**src/rtl/adc_seq_pkg.sv**
```systemverilog
package adc_seq_pkg;
  localparam int CH_W   = 5;
  localparam int DLY_W  = 11;
  localparam int CNT_W  = 11;
  localparam int DATA_W = CH_W + CNT_W;

  // register word addresses
  localparam logic [2:0] A_CFG    = 3'd0;
  localparam logic [2:0] A_CMD    = 3'd1;
  localparam logic [2:0] A_TABLE  = 3'd2;
  localparam logic [2:0] A_DIV    = 3'd3;
  localparam logic [2:0] A_SAMPLE = 3'd4;
  localparam logic [2:0] A_STATUS = 3'd5;

  // command bits
  localparam int C_PTR_RST   = 0;
  localparam int C_START     = 1;
  localparam int C_RESUME    = 2;
  localparam int C_CLR_DATA  = 3;
  localparam int C_FLUSH_ERR = 4;
  localparam int C_FLUSH     = 5;
  localparam int C_POP       = 6;

  // settings fields
  localparam int          CFG_RPT   = 13;
  localparam int          CFG_CNT   = 16;
  localparam int          CFG_THR   = 24;
  localparam logic [31:0] CFG_MASK  = 32'h3F3F_3FDF;

  typedef enum logic [2:0] {
    S_IDLE, S_LOAD, S_DELAY, S_WAIT, S_DONE
  } seq_state_e;
endpackage

```
**src/rtl/adc_seq_table.sv**
```systemverilog
// Entry table, two entries per word; NUM_ENTRIES must be a power of two >= 4.
module adc_seq_table #(
  parameter int NUM_ENTRIES = 64,
  localparam int IDX_W  = $clog2(NUM_ENTRIES),
  localparam int WORDS  = NUM_ENTRIES / 2,
  localparam int WPTR_W = $clog2(WORDS)
) (
  input  logic                          clk_i,
  input  logic                          rst_ni,
  input  logic                          wr_i,
  input  logic [31:0]                   wdata_i,
  input  logic                          ptr_rst_i,
  input  logic [IDX_W-1:0]              rd_idx_i,
  output logic [adc_seq_pkg::CH_W-1:0]  rd_ch_o,
  output logic [adc_seq_pkg::DLY_W-1:0] rd_dly_o
);
  logic [31:0]       mem_q [WORDS];
  logic [WPTR_W-1:0] wptr_q;
  logic [31:0]       word;

  always_ff @(posedge clk_i or negedge rst_ni) begin
    if (!rst_ni)        wptr_q <= '0;
    else if (ptr_rst_i) wptr_q <= '0;
    else if (wr_i)      wptr_q <= wptr_q + 1'b1;
  end

  always_ff @(posedge clk_i) begin
    if (wr_i && !ptr_rst_i) mem_q[wptr_q] <= wdata_i;
  end

  assign word     = mem_q[rd_idx_i[IDX_W-1:1]];
  assign rd_ch_o  = rd_idx_i[0] ? word[20:16] : word[4:0];
  assign rd_dly_o = rd_idx_i[0] ? word[31:21] : word[15:5];
endmodule

```
**src/rtl/adc_conv_stub.sv**
```systemverilog
// Fixed-latency converter model: result = {channel, trigger count}.
module adc_conv_stub #(
  parameter int LAT = 4
) (
  input  logic                           clk_i,
  input  logic                           rst_ni,
  input  logic                           trig_i,
  input  logic [adc_seq_pkg::CH_W-1:0]   ch_i,
  output logic                           valid_o,
  output logic [adc_seq_pkg::DATA_W-1:0] data_o
);
  import adc_seq_pkg::*;
  logic [LAT-1:0]    vpipe_q;
  logic [CNT_W-1:0]  cnt_q;
  logic [DATA_W-1:0] data_q;

  always_ff @(posedge clk_i or negedge rst_ni) begin
    if (!rst_ni) begin
      cnt_q  <= '0;
      data_q <= '0;
    end else if (trig_i) begin
      cnt_q  <= cnt_q + 1'b1;
      data_q <= {ch_i, cnt_q};
    end
  end

  generate
    if (LAT == 1) begin : g_lat1
      always_ff @(posedge clk_i or negedge rst_ni) begin
        if (!rst_ni) vpipe_q <= '0;
        else         vpipe_q <= trig_i;
      end
    end else begin : g_latn
      always_ff @(posedge clk_i or negedge rst_ni) begin
        if (!rst_ni) vpipe_q <= '0;
        else         vpipe_q <= {vpipe_q[LAT-2:0], trig_i};
      end
    end
  endgenerate

  assign valid_o = vpipe_q[LAT-1];
  assign data_o  = data_q;
endmodule

```
**src/rtl/adc_sample_fifo.sv**
```systemverilog
module adc_sample_fifo #(
  parameter int DEPTH = 16,
  parameter int W     = 16,
  localparam int PTR_W = (DEPTH > 1) ? $clog2(DEPTH) : 1,
  localparam int LVL_W = $clog2(DEPTH + 1)
) (
  input  logic             clk_i,
  input  logic             rst_ni,
  input  logic             push_i,
  input  logic [W-1:0]     data_i,
  input  logic             pop_i,
  input  logic             flush_i,
  output logic [W-1:0]     head_o,
  output logic             empty_o,
  output logic             full_o,
  output logic [LVL_W-1:0] level_o
);
  logic [W-1:0]     mem_q [DEPTH];
  logic [PTR_W-1:0] wptr_q, rptr_q;
  logic [LVL_W-1:0] lvl_q;
  logic             do_push, do_pop;

  assign empty_o = (lvl_q == '0);
  assign full_o  = (lvl_q == LVL_W'(DEPTH));
  assign do_push = push_i && !full_o && !flush_i;
  assign do_pop  = pop_i && !empty_o && !flush_i;

  function automatic logic [PTR_W-1:0] nxt(input logic [PTR_W-1:0] p);
    return (p == PTR_W'(DEPTH - 1)) ? '0 : p + 1'b1;
  endfunction

  always_ff @(posedge clk_i or negedge rst_ni) begin
    if (!rst_ni) begin
      wptr_q <= '0;
      rptr_q <= '0;
      lvl_q  <= '0;
    end else if (flush_i) begin
      wptr_q <= '0;
      rptr_q <= '0;
      lvl_q  <= '0;
    end else begin
      if (do_push) wptr_q <= nxt(wptr_q);
      if (do_pop)  rptr_q <= nxt(rptr_q);
      if (do_push && !do_pop)      lvl_q <= lvl_q + 1'b1;
      else if (do_pop && !do_push) lvl_q <= lvl_q - 1'b1;
    end
  end

  always_ff @(posedge clk_i) begin
    if (do_push) mem_q[wptr_q] <= data_i;
  end

  assign head_o  = mem_q[rptr_q];
  assign level_o = lvl_q;


  drop_full_chk: assert property (@(posedge clk_i) disable iff (!rst_ni)
    (push_i && full_o && !pop_i && !flush_i) |=> $stable(level_o));

  flush_empty_chk: assert property (@(posedge clk_i) disable iff (!rst_ni)
    flush_i |=> (level_o == '0));
endmodule

```
**src/rtl/adc_seq_fsm.sv**
```systemverilog
module adc_seq_fsm #(
  parameter int IDX_W = 6,
  parameter int DIV_W = 16
) (
  input  logic                          clk_i,
  input  logic                          rst_ni,
  input  logic                          start_i,
  input  logic                          resume_i,
  input  logic                          repeat_i,
  input  logic                          hold_i,
  input  logic [IDX_W-1:0]              last_idx_i,
  input  logic [DIV_W-1:0]              div_ratio_i,
  input  logic [adc_seq_pkg::CH_W-1:0]  ent_ch_i,
  input  logic [adc_seq_pkg::DLY_W-1:0] ent_dly_i,
  input  logic                          res_valid_i,
  output logic [IDX_W-1:0]              rd_idx_o,
  output logic [adc_seq_pkg::CH_W-1:0]  mux_sel_o,
  output logic                          trig_o,
  output logic                          busy_o,
  output logic                          held_o
);
  import adc_seq_pkg::*;
  seq_state_e        state_q;
  logic [IDX_W-1:0]  idx_q;
  logic [CH_W-1:0]   mux_q;
  logic [DLY_W-1:0]  dly_q;
  logic [DIV_W-1:0]  div_q, period_m1;
  logic              trig_q;

  assign period_m1 = (div_ratio_i == '0) ? '0 : div_ratio_i - 1'b1;

  always_ff @(posedge clk_i or negedge rst_ni) begin
    if (!rst_ni) begin
      state_q <= S_IDLE;
      idx_q   <= '0;
      mux_q   <= '0;
      dly_q   <= '0;
      div_q   <= '0;
      trig_q  <= 1'b0;
    end else begin
      trig_q <= 1'b0;
      unique case (state_q)
        S_IDLE: if (start_i) begin
          idx_q   <= '0;
          state_q <= S_LOAD;
        end
        S_LOAD: if (!hold_i) begin
          mux_q   <= ent_ch_i;
          dly_q   <= ent_dly_i;
          div_q   <= '0;
          state_q <= S_DELAY;
        end
        S_DELAY: begin
          if (div_q == period_m1) begin
            div_q <= '0;
            if (dly_q == '0) begin
              trig_q  <= 1'b1;
              state_q <= S_WAIT;
            end else begin
              dly_q <= dly_q - 1'b1;
            end
          end else begin
            div_q <= div_q + 1'b1;
          end
        end
        S_WAIT: if (res_valid_i) begin
          if (idx_q == last_idx_i) begin
            idx_q   <= '0;
            state_q <= repeat_i ? S_LOAD : S_DONE;
          end else begin
            idx_q   <= idx_q + 1'b1;
            state_q <= S_LOAD;
          end
        end
        S_DONE: if (resume_i) state_q <= S_IDLE;
        default: state_q <= S_IDLE;
      endcase
    end
  end

  assign rd_idx_o  = idx_q;
  assign mux_sel_o = mux_q;
  assign trig_o    = trig_q;
  assign busy_o    = (state_q == S_LOAD) || (state_q == S_DELAY) || (state_q == S_WAIT);
  assign held_o    = (state_q == S_DONE);


  trig_after_delay_chk: assert property (@(posedge clk_i) disable iff (!rst_ni)
    trig_o |-> $past(state_q) == S_DELAY);

  mux_hold_chk: assert property (@(posedge clk_i) disable iff (!rst_ni)
    (state_q != S_LOAD) |=> $stable(mux_sel_o));

  done_hold_chk: assert property (@(posedge clk_i) disable iff (!rst_ni)
    (state_q == S_DONE && !resume_i) |=> state_q == S_DONE);

  rx_pause_chk: assert property (@(posedge clk_i) disable iff (!rst_ni)
    (state_q == S_LOAD && hold_i) |=> state_q == S_LOAD);
endmodule

```
**src/rtl/adc_seq_engine.sv**
```systemverilog
module adc_seq_engine #(
  parameter int NUM_ENTRIES = 64,
  parameter int FIFO_DEPTH  = 16,
  parameter int CONV_LAT    = 4,
  parameter int DIV_W       = 16,
  localparam int IDX_W = $clog2(NUM_ENTRIES),
  localparam int LVL_W = $clog2(FIFO_DEPTH + 1)
) (
  input  logic        clk_i,
  input  logic        rst_ni,
  input  logic        reg_we_i,
  input  logic [2:0]  reg_addr_i,
  input  logic [31:0] reg_wdata_i,
  output logic [31:0] reg_rdata_o,
  output logic [4:0]  mux_sel_o,
  output logic        conv_trig_o,
  output logic        rx_irq_o,
  output logic        err_irq_o
);
  import adc_seq_pkg::*;

  logic [31:0]       cfg_q;
  logic [DIV_W-1:0]  div_q;
  logic [DATA_W-1:0] sample_q;
  logic              rx_q, err_q;

  logic cmd_we, tbl_we;
  logic c_ptr_rst, c_start, c_resume, c_clr_data, c_flush_err, c_flush, c_pop;

  logic [IDX_W-1:0]  rd_idx, last_idx;
  logic [CH_W-1:0]   ent_ch, mux_sel;
  logic [DLY_W-1:0]  ent_dly;
  logic              trig, busy, held;
  logic              res_valid;
  logic [DATA_W-1:0] res_data, fifo_head;
  logic              fifo_empty, fifo_full;
  logic [LVL_W-1:0]  fifo_level;
  logic [7:0]        lvl8, thr8;
  logic              push_ok;

  assign cmd_we      = reg_we_i && (reg_addr_i == A_CMD);
  assign tbl_we      = reg_we_i && (reg_addr_i == A_TABLE);
  assign c_ptr_rst   = cmd_we && reg_wdata_i[C_PTR_RST];
  assign c_start     = cmd_we && reg_wdata_i[C_START];
  assign c_resume    = cmd_we && reg_wdata_i[C_RESUME];
  assign c_clr_data  = cmd_we && reg_wdata_i[C_CLR_DATA];
  assign c_flush_err = cmd_we && reg_wdata_i[C_FLUSH_ERR];
  assign c_flush     = cmd_we && reg_wdata_i[C_FLUSH];
  assign c_pop       = cmd_we && reg_wdata_i[C_POP];

  assign last_idx = IDX_W'(cfg_q[CFG_CNT +: 6]);
  assign lvl8     = 8'(fifo_level);
  assign thr8     = {2'b00, cfg_q[CFG_THR +: 6]} + 8'd1;
  assign push_ok  = res_valid && !fifo_full && !c_flush;

  adc_seq_table #(.NUM_ENTRIES(NUM_ENTRIES)) u_table (
    .clk_i, .rst_ni,
    .wr_i      (tbl_we),
    .wdata_i   (reg_wdata_i),
    .ptr_rst_i (c_ptr_rst),
    .rd_idx_i  (rd_idx),
    .rd_ch_o   (ent_ch),
    .rd_dly_o  (ent_dly)
  );

  adc_seq_fsm #(.IDX_W(IDX_W), .DIV_W(DIV_W)) u_fsm (
    .clk_i, .rst_ni,
    .start_i     (c_start),
    .resume_i    (c_resume),
    .repeat_i    (cfg_q[CFG_RPT]),
    .hold_i      (rx_q),
    .last_idx_i  (last_idx),
    .div_ratio_i (div_q),
    .ent_ch_i    (ent_ch),
    .ent_dly_i   (ent_dly),
    .res_valid_i (res_valid),
    .rd_idx_o    (rd_idx),
    .mux_sel_o   (mux_sel),
    .trig_o      (trig),
    .busy_o      (busy),
    .held_o      (held)
  );

  adc_conv_stub #(.LAT(CONV_LAT)) u_conv (
    .clk_i, .rst_ni,
    .trig_i  (trig),
    .ch_i    (mux_sel),
    .valid_o (res_valid),
    .data_o  (res_data)
  );

  adc_sample_fifo #(.DEPTH(FIFO_DEPTH), .W(DATA_W)) u_fifo (
    .clk_i, .rst_ni,
    .push_i  (res_valid),
    .data_i  (res_data),
    .pop_i   (c_pop),
    .flush_i (c_flush),
    .head_o  (fifo_head),
    .empty_o (fifo_empty),
    .full_o  (fifo_full),
    .level_o (fifo_level)
  );

  always_ff @(posedge clk_i or negedge rst_ni) begin
    if (!rst_ni) begin
      cfg_q    <= '0;
      div_q    <= '0;
      sample_q <= '0;
      rx_q     <= 1'b0;
      err_q    <= 1'b0;
    end else begin
      if (reg_we_i && reg_addr_i == A_CFG) cfg_q <= reg_wdata_i & CFG_MASK;
      if (reg_we_i && reg_addr_i == A_DIV) div_q <= reg_wdata_i[DIV_W-1:0];
      if (c_pop && !fifo_empty && !c_flush) sample_q <= fifo_head;
      // set wins over a same-cycle clear
      if (push_ok && (lvl8 + 8'd1 >= thr8)) rx_q <= 1'b1;
      else if (c_clr_data)                  rx_q <= 1'b0;
      if (res_valid && fifo_full && !c_flush) err_q <= 1'b1;
      else if (c_flush_err)                   err_q <= 1'b0;
    end
  end

  always_comb begin
    unique case (reg_addr_i)
      A_CFG:    reg_rdata_o = cfg_q;
      A_DIV:    reg_rdata_o = 32'(div_q);
      A_SAMPLE: reg_rdata_o = 32'(sample_q);
      A_STATUS: reg_rdata_o = {20'd0, held, busy, err_q, rx_q, lvl8};
      default:  reg_rdata_o = '0;
    endcase
  end

  assign mux_sel_o   = mux_sel;
  assign conv_trig_o = trig;
  assign rx_irq_o    = rx_q;
  assign err_irq_o   = err_q;


  err_cause_chk: assert property (@(posedge clk_i) disable iff (!rst_ni)
    $rose(err_irq_o) |-> $past(fifo_full) && $past(res_valid));

  rx_cause_chk: assert property (@(posedge clk_i) disable iff (!rst_ni)
    $rose(rx_irq_o) |-> ($past(lvl8) + 8'd1 >= $past(thr8)));

  trig_onehot_chk: assert property (@(posedge clk_i) disable iff (!rst_ni)
    conv_trig_o |=> !conv_trig_o);
endmodule

```
**config.mk**
```make
export PLATFORM = sky130hd
export DESIGN_NAME = adc_seq_engine
export DESIGN_NICKNAME = d
export VERILOG_FILES = /design/src/rtl/adc_seq_pkg.sv /design/src/rtl/adc_seq_table.sv /design/src/rtl/adc_conv_stub.sv /design/src/rtl/adc_sample_fifo.sv /design/src/rtl/adc_seq_fsm.sv /design/src/rtl/adc_seq_engine.sv
export SDC_FILE = /design/constraint.sdc
export NUM_CORES = 1
export LEC_CHECK = 0
export ABC_AREA = 1
export BUFFER_PORTS_ARGS = -buffer_cell sky130_fd_sc_hd__buf_2
export CAP_MARGIN = 10
export CORE_MARGIN = 8
export CORE_UTILIZATION = 50
export CTS_CLUSTER_DIAMETER = 150
export DETAILED_ROUTE_END_ITERATION = 8
export GPL_TIMING_DRIVEN = 1
export HOLD_SLACK_MARGIN = 0.02
export PLACE_DENSITY_LB_ADDON = 0.15
export SYNTH_ARGS = -nofsm -noshare
export SYNTH_HDL_FRONTEND = slang
export SYNTH_SLANG_ARGS = --single-unit
```
**constraint.sdc**
```tcl
create_clock -name clk_i -period 3.7 [get_ports clk_i]
set_clock_uncertainty 0.05 [all_clocks]
set_input_delay 0.74 -clock clk_i [delete_from_list [all_inputs] [get_ports clk_i]]
set_output_delay 0.74 -clock clk_i [all_outputs]
set_load 0.03 [all_outputs]
```
==> results of run 1 <==
## logic make-up after synthesis
kind of cell,synth area share (%)
adders and majority gates,0.586
other,0.00637
DFF,71.6
xor gates and xnor gates,0.639
and+or+nand+nor,16.8
AOI/OAI and AO/OA,7.05
buffers and inverters,3.34
## power breakdown
part | switching, mW | leakage, nW | internal (mW)
registers | 0.323 | 13.5 | 17.8
clock network | 6.23 | 2.33 | 8.54
logic | 2.26 | 8.19 | 0.931
total | 8.82 | 24.0 | 27.3
## state kept, by name, summed over array words and instances, names as in the netlist, 5 cells and up
signal / flops
cfg_q: 25
div_q: 16
sample_q: 16
u_conv.cnt_q: 11
u_conv.data_o: 16
u_fifo.level_o: 5
u_fifo.mem_q: 256
u_fsm.div_q: 16
u_fsm.dly_q: 11
u_fsm.mux_sel_o: 5
u_fsm.rd_idx_o: 6
u_table.mem_q: 1024
u_table.wptr_q: 5
## worst max-delay path, delay by kind of cell
family | cells | cell delay [ns]
AOI/OAI and AO/OA | 2 | 0.57
buffers and inverters | 4 | 0.72
and+or+nand+nor | 2 | 0.42
## metal layers
metal | track usage [%] | vias up
met5 | 0 | -
met4 | 9.13 | 2
met3 | 4.55 | 308
met2 | 40.6 | 1740
met1 | 37.0 | 19900
li1 | - | 18200
## cell usage in the layout (no fill, tap or decap), types with 6 or more instances in the layout
master / count
edfxtp_1: 1280
nand2_1: 1133
nand3_1: 679
nor2_1: 422
o21ai_0: 422
inv_1: 162
clkbuf_16: 155
dfrtp_1: 144
o22ai_1: 133
buf_4: 124
buf_2: 72
o221ai_1: 53
a21oi_1: 45
o211ai_1: 42
clkinv_1: 42
buf_12: 40
xor2_1: 36
nor2_4: 35
clkbuf_1: 31
nor3_1: 30
ha_1: 26
clkinv_2: 24
nor2_2: 19
nand4_1: 16
bufinv_16: 12
diode_2: 7
a221o_1: 7
xnor2_1: 7
o21ai_1: 7
inv_6: 6
## through the flow
stage	hold WS [ns]	worst slack (ns)	util, %	power (mW)	instance area, µm²
global placement	0.285	0.298	52.8	21.6	62000
CTS	0.298	0.512	56.8	36.3	66800
finish	0.298	0.453	56.9	36.1	66800
floorplan	0.281	0.225	-	20.4	58900
detailed placement	0.285	0.363	52.8	21.7	62000
global route	0.301	0.160	56.8	37.3	66800
## how the worst min path moves through the flow
stage | from | endpoint | cells past startpoint
global route | u_conv.vpipe_q[2] | u_conv.vpipe_q[3] | 0
CTS | u_conv.vpipe_q[1] | u_conv.vpipe_q[2] | 0
detailed placement | u_conv.vpipe_q[1] | u_conv.vpipe_q[2] | 0
floorplan | u_conv.vpipe_q[0] | u_conv.vpipe_q[1] | 0
global placement | u_conv.vpipe_q[2] | u_conv.vpipe_q[3] | 0
finish | u_conv.vpipe_q[2] | u_conv.vpipe_q[3] | 0
## cell type report
| cell class | count | area [µm²] | share of cell area [%] |
|---|---|---|---|
| multi-input combinational | 3150 | 15000 | 22.5 |
| clock buffer | 187 | 4010 | 6.00 |
| clock inverter | 88 | 779 | 1.17 |
| inverter | 173 | 672 | 1.01 |
| timing repair buffer | 238 | 2110 | 3.16 |
| sequential | 1430 | 42200 | 63.2 |
| tap | 1536 | 1920 | 2.88 |
| antenna | 7 | 17.5 | 0.0262 |
==> reports/metrics.yaml, run 1 <==
global_route:
  grt.overflow.total: 0
  grt_pass1_vias: 38100
  antenna_found_initial: 10
  grt_max_degree: 155
  grt.total_usage_pct: 26.0
  grt_pass1_wl_mm: 254
timing:
  fin_crit_ns: 3.25
  rsz0062_at_grt: "no"
  timing.setup.tns_ns: 0
  drv_slew: 0
  hold_viol: 0
  relSlewSlack_pct: 22.9
  post-route-period-util_pct: 87.8
  worstMarginPinSlew_ns: 1.16
  setup_viol: 0
  fmax_ghz: 0.308
die:
  initial_core_util_pct: 50.1
  die_h_um: 359
  fp-row-count: 126
  dieArea_um2: 129000
  die_w_um: 359
  coreArea_um2: 117000
  io_pins: 78
detailed_routing:
  wl_per_cell_um: 25.3
  ant_nets: 0
  wl_met1_mm: 72.8
  firstDrtPassIters: 5
  top_layer: "met5"
  drcViolationCount: 0
  wl_mm: 172
  via_count: 40100
  drt_iter0_markers: 4519
  via_per_inst: 5.90
  dr_wl_met3_mm: 14.6
  met2WireLength_mm: 78.8
yosys:
  yosys_warnings: 0
  async_flop_share_pct: 10.5
  ys_top_cells_by_area: "edfxtp_1 (65%), nand2_1 (7.2%), dfrtp_1 (6.4%)"
  yosys.cell_count.top_type: "edfxtp_1"
  synth-main-ff-cell: "edfxtp_1"
  synth_commonest_cells: "edfxtp_1 (1280), nand2_1 (1134), nand3_1 (679), nor2_1 (468), o21ai_0 (422)"
  yosys.area.top_type: "edfxtp_1"
  syn_inst: 5059
  syn-cell-area_um2: 58900
  seq_area_frac_synth_pct: 71.6
  synth_top_area_share_pct: 65.3
  synth-edff-count: 1280
  synth_cell_type_count: 45
  synth.avg_cell_area_um2: 11.6
  ys_ff_latch: 1430
pwr:
  power_density_nw_per_um2: 541
  p_leak_nw: 24.0
  ir_drop_v: 0.000435
critical_path:
  required_ns: 2.91
  crit_path_start: "reg_addr_i[1]"
  start_kind: "input port"
  r2r_start: "u_fifo.level_o[0]"
  critPathMaxStageDelay_ns: 0.38
  path_max_fanout: 13
  r2r-end: "u_fifo.level_o[4]"
  crit_arrival_ns: 2.46
  crit_path_end: "reg_rdata_o[0]"
  cp_slowest_cell: "o22ai_1"
  reg2regPathDepth: 14
  worstSetupPathType: "in2out"
  cp-end-kind: "primary output"
  crit_path_cell_trace: "buf_2, nor2_1, inv_1, nor2_1, inv_1, o22ai_1, a221o_1, buf_2"
  r2r_slack_ns: 0.47
cts:
  clkLatencyLatePin_ns: 0.76
  cts.hold.buffers_added: 1
  h-tree-depth: 4
  cts_tree: "done"
  postCtsSetupRepairBufs: 0
  clock-sinks: 1430
  cts-root-buf: "clkbuf_16"
  clk_pin_slew_ns: 0.06
  cts-buffers-inserted: 150
  clk_path_buf_depth: 3
  cts_resized: 0
placement:
  dp_hpwl_mm: 97.9
  placedCellCount: 6526
  globalplace.congestion: 0.874
  portBuffers: 73
outcome:
  status: "completed"
min_path:
  hp-class: "reg2reg"
cells_and_area:
  post_layout_nonfiller_instances: 6809
  area_growth_pct: 13.4
  fillers: 9621
  drive_gt1_share_pct: 9.91
  fin_nets: 5208
job:
  maxCapViolCount: 0
Power figures use the tool's default switching activity.
==> run 2: changes to the inputs <==
Settings changed: MAX_ROUTING_LAYER from default to met4.
==> reports/metrics.yaml, run 2 (synthesis results as in run 1) <==
cts:
  clkLatencyLatePin_ns: 0.75
  cts-root-buf: "clkbuf_16"
  clock-sinks: 1430
  cts.hold.buffers_added: 1
  cts_tree: "done"
  h-tree-depth: 4
  clk_path_buf_depth: 3
  cts_resized: 0
  cts-buffers-inserted: 151
  postCtsSetupRepairBufs: 0
  clk_pin_slew_ns: 0.06
critical_path:
  cp-end-kind: "primary output"
  required_ns: 2.91
  r2r-end: "u_fifo.level_o[4]"
  reg2regPathDepth: 15
  r2r_slack_ns: 0.68
  path_max_fanout: 12
  crit_arrival_ns: 2.60
  r2r_start: "u_fifo.level_o[0]"
  start_kind: "input port"
  worstSetupPathType: "in2out"
timing:
  setup_viol: 0
  fin_worst_hold_slack_ns: 0.295
  drv_slew: 0
  hold_viol: 0
  fin_crit_ns: 3.39
  timing.final.ws_setup_ns: 0.310
  post-route-period-util_pct: 91.6
  timing.setup.tns_ns: 0
  worstMarginPinSlew_ns: 1.17
  fmax_ghz: 0.295
  relSlewSlack_pct: 22.0
  rsz0062_at_grt: "no"
placement:
  dp_hpwl_mm: 98.5
  place_ws_ns: 0.269
  portBuffers: 73
  place_area_um2: 62000
  globalplace.congestion: 0.905
cells_and_area:
  utilization_pct: 56.7
  top_regs: "u_table.mem_q (1024), u_fifo.mem_q (256), cfg_q (25)"
  fillers: 9658
  ff_latch_area_um2: 42200
  final_cell_area_um2: 66600
  fin_nets: 5216
  final_cell_mix: "edfxtp_1 (1280), nand2_1 (1133), nand3_1 (679)"
  largest_reg_flops: 1024
  area_growth_pct: 13.1
  regMostFlops: "u_table.mem_q"
  multi_input_area_um2: 15000
  drive_gt1_share_pct: 9.79
  final_common_cell: "edfxtp_1"
detailed_routing:
  drt_iter0_markers: 4309
  drcViolationCount: 0
  wl_per_cell_um: 25.3
  wl_mm: 173
  firstDrtPassIters: 6
  via_per_inst: 5.91
  ant_nets: 0
  via_count: 40200
job:
  maxCapViolCount: 0
die:
  fp-row-count: 126
  dieArea_um2: 129000
  initial_core_util_pct: 50.1
  coreArea_um2: 117000
  die_w_um: 359
  io_pins: 78
  die_h_um: 359
min_path:
  hp-class: "reg2reg"
  hold_path_startpoint: "u_conv.vpipe_q[2]"
  min_to: "u_conv.vpipe_q[3]"
  worstHoldPathCells: 0
pwr:
  power_density_nw_per_um2: 534
  ir_drop_v: 0.000438
  p_leak_nw: 24.0
global_route:
  grt.total_usage_pct: 26.8
  antenna_found_initial: 12
  grt_max_degree: 97
  grt_pass1_vias: 37800
  grt.overflow.total: 0
  grt_pass1_wl_mm: 254
outcome:
  status: "completed"
-- run 2: cell type report --
| type | count | share of cell area (%) |
|---|---|---|
| Sequential cell | 1430 | 63.4 |
| Multi-Input combinational cell | 3150 | 22.6 |
| Clock buffer | 220 | 6.32 |
| Timing Repair Buffer | 245 | 3.23 |
| Tap cell | 1536 | 2.89 |
| Inverter | 173 | 1.01 |
| Clock inverter | 50 | 0.564 |
| Antenna cell | 6 | 0.0225 |
-- run 2: worst max-delay path: stages --
cell and delay (ns):
buf_2 0.11, nor2_1 0.11, inv_1 0.07, nor2_1 0.20, inv_1 0.39, nor2_1 0.64, buf_2 0.32
-- run 2: power by group --
group          total, mW  switching [mW]  internal (mW)
Sequential          18.1           0.292           17.8
Clock               14.2            6.07           8.10
Combinational       3.25            2.32          0.933
-- run 2: how the worst max path moves through the flow --
stage | start | end | slack, ns | depth (start not counted)
after floorplan | reg_addr_i[2] | u_table.mem_q[11][0] | 0.23 | 6
after global placement | reg_addr_i[2] | u_table.mem_q[4][28] | 0.24 | 8
after detailed placement | reg_addr_i[2] | u_table.mem_q[4][28] | 0.27 | 8
after CTS | reg_addr_i[1] | reg_rdata_o[19] | 0.44 | 7
after global routing | div_q[0] | u_fsm.dly_q[9] | 0.32 | 15
final | reg_addr_i[1] | reg_rdata_o[19] | 0.31 | 7
-- run 2: through the flow --
stage	total power, mW	instances
after CTS	35.8	6804
final	35.6	6810
after floorplan	20.4	5062
after global placement	21.7	6533
after detailed placement	21.7	6533
after global routing	36.8	6809
-- run 2: metal layers --
| layer | up-vias | track usage, % | wire length [µm] |
|---|---|---|---|
| met5 | - | - | 0 |
| met3 | 307 | 4.30 | 13200 |
| met1 | 20100 | 37.5 | 74600 |
| met4 | 0 | 9.05 | 5990 |
| met2 | 1655 | 40.4 | 78900 |
| li1 | 18200 | - | - |
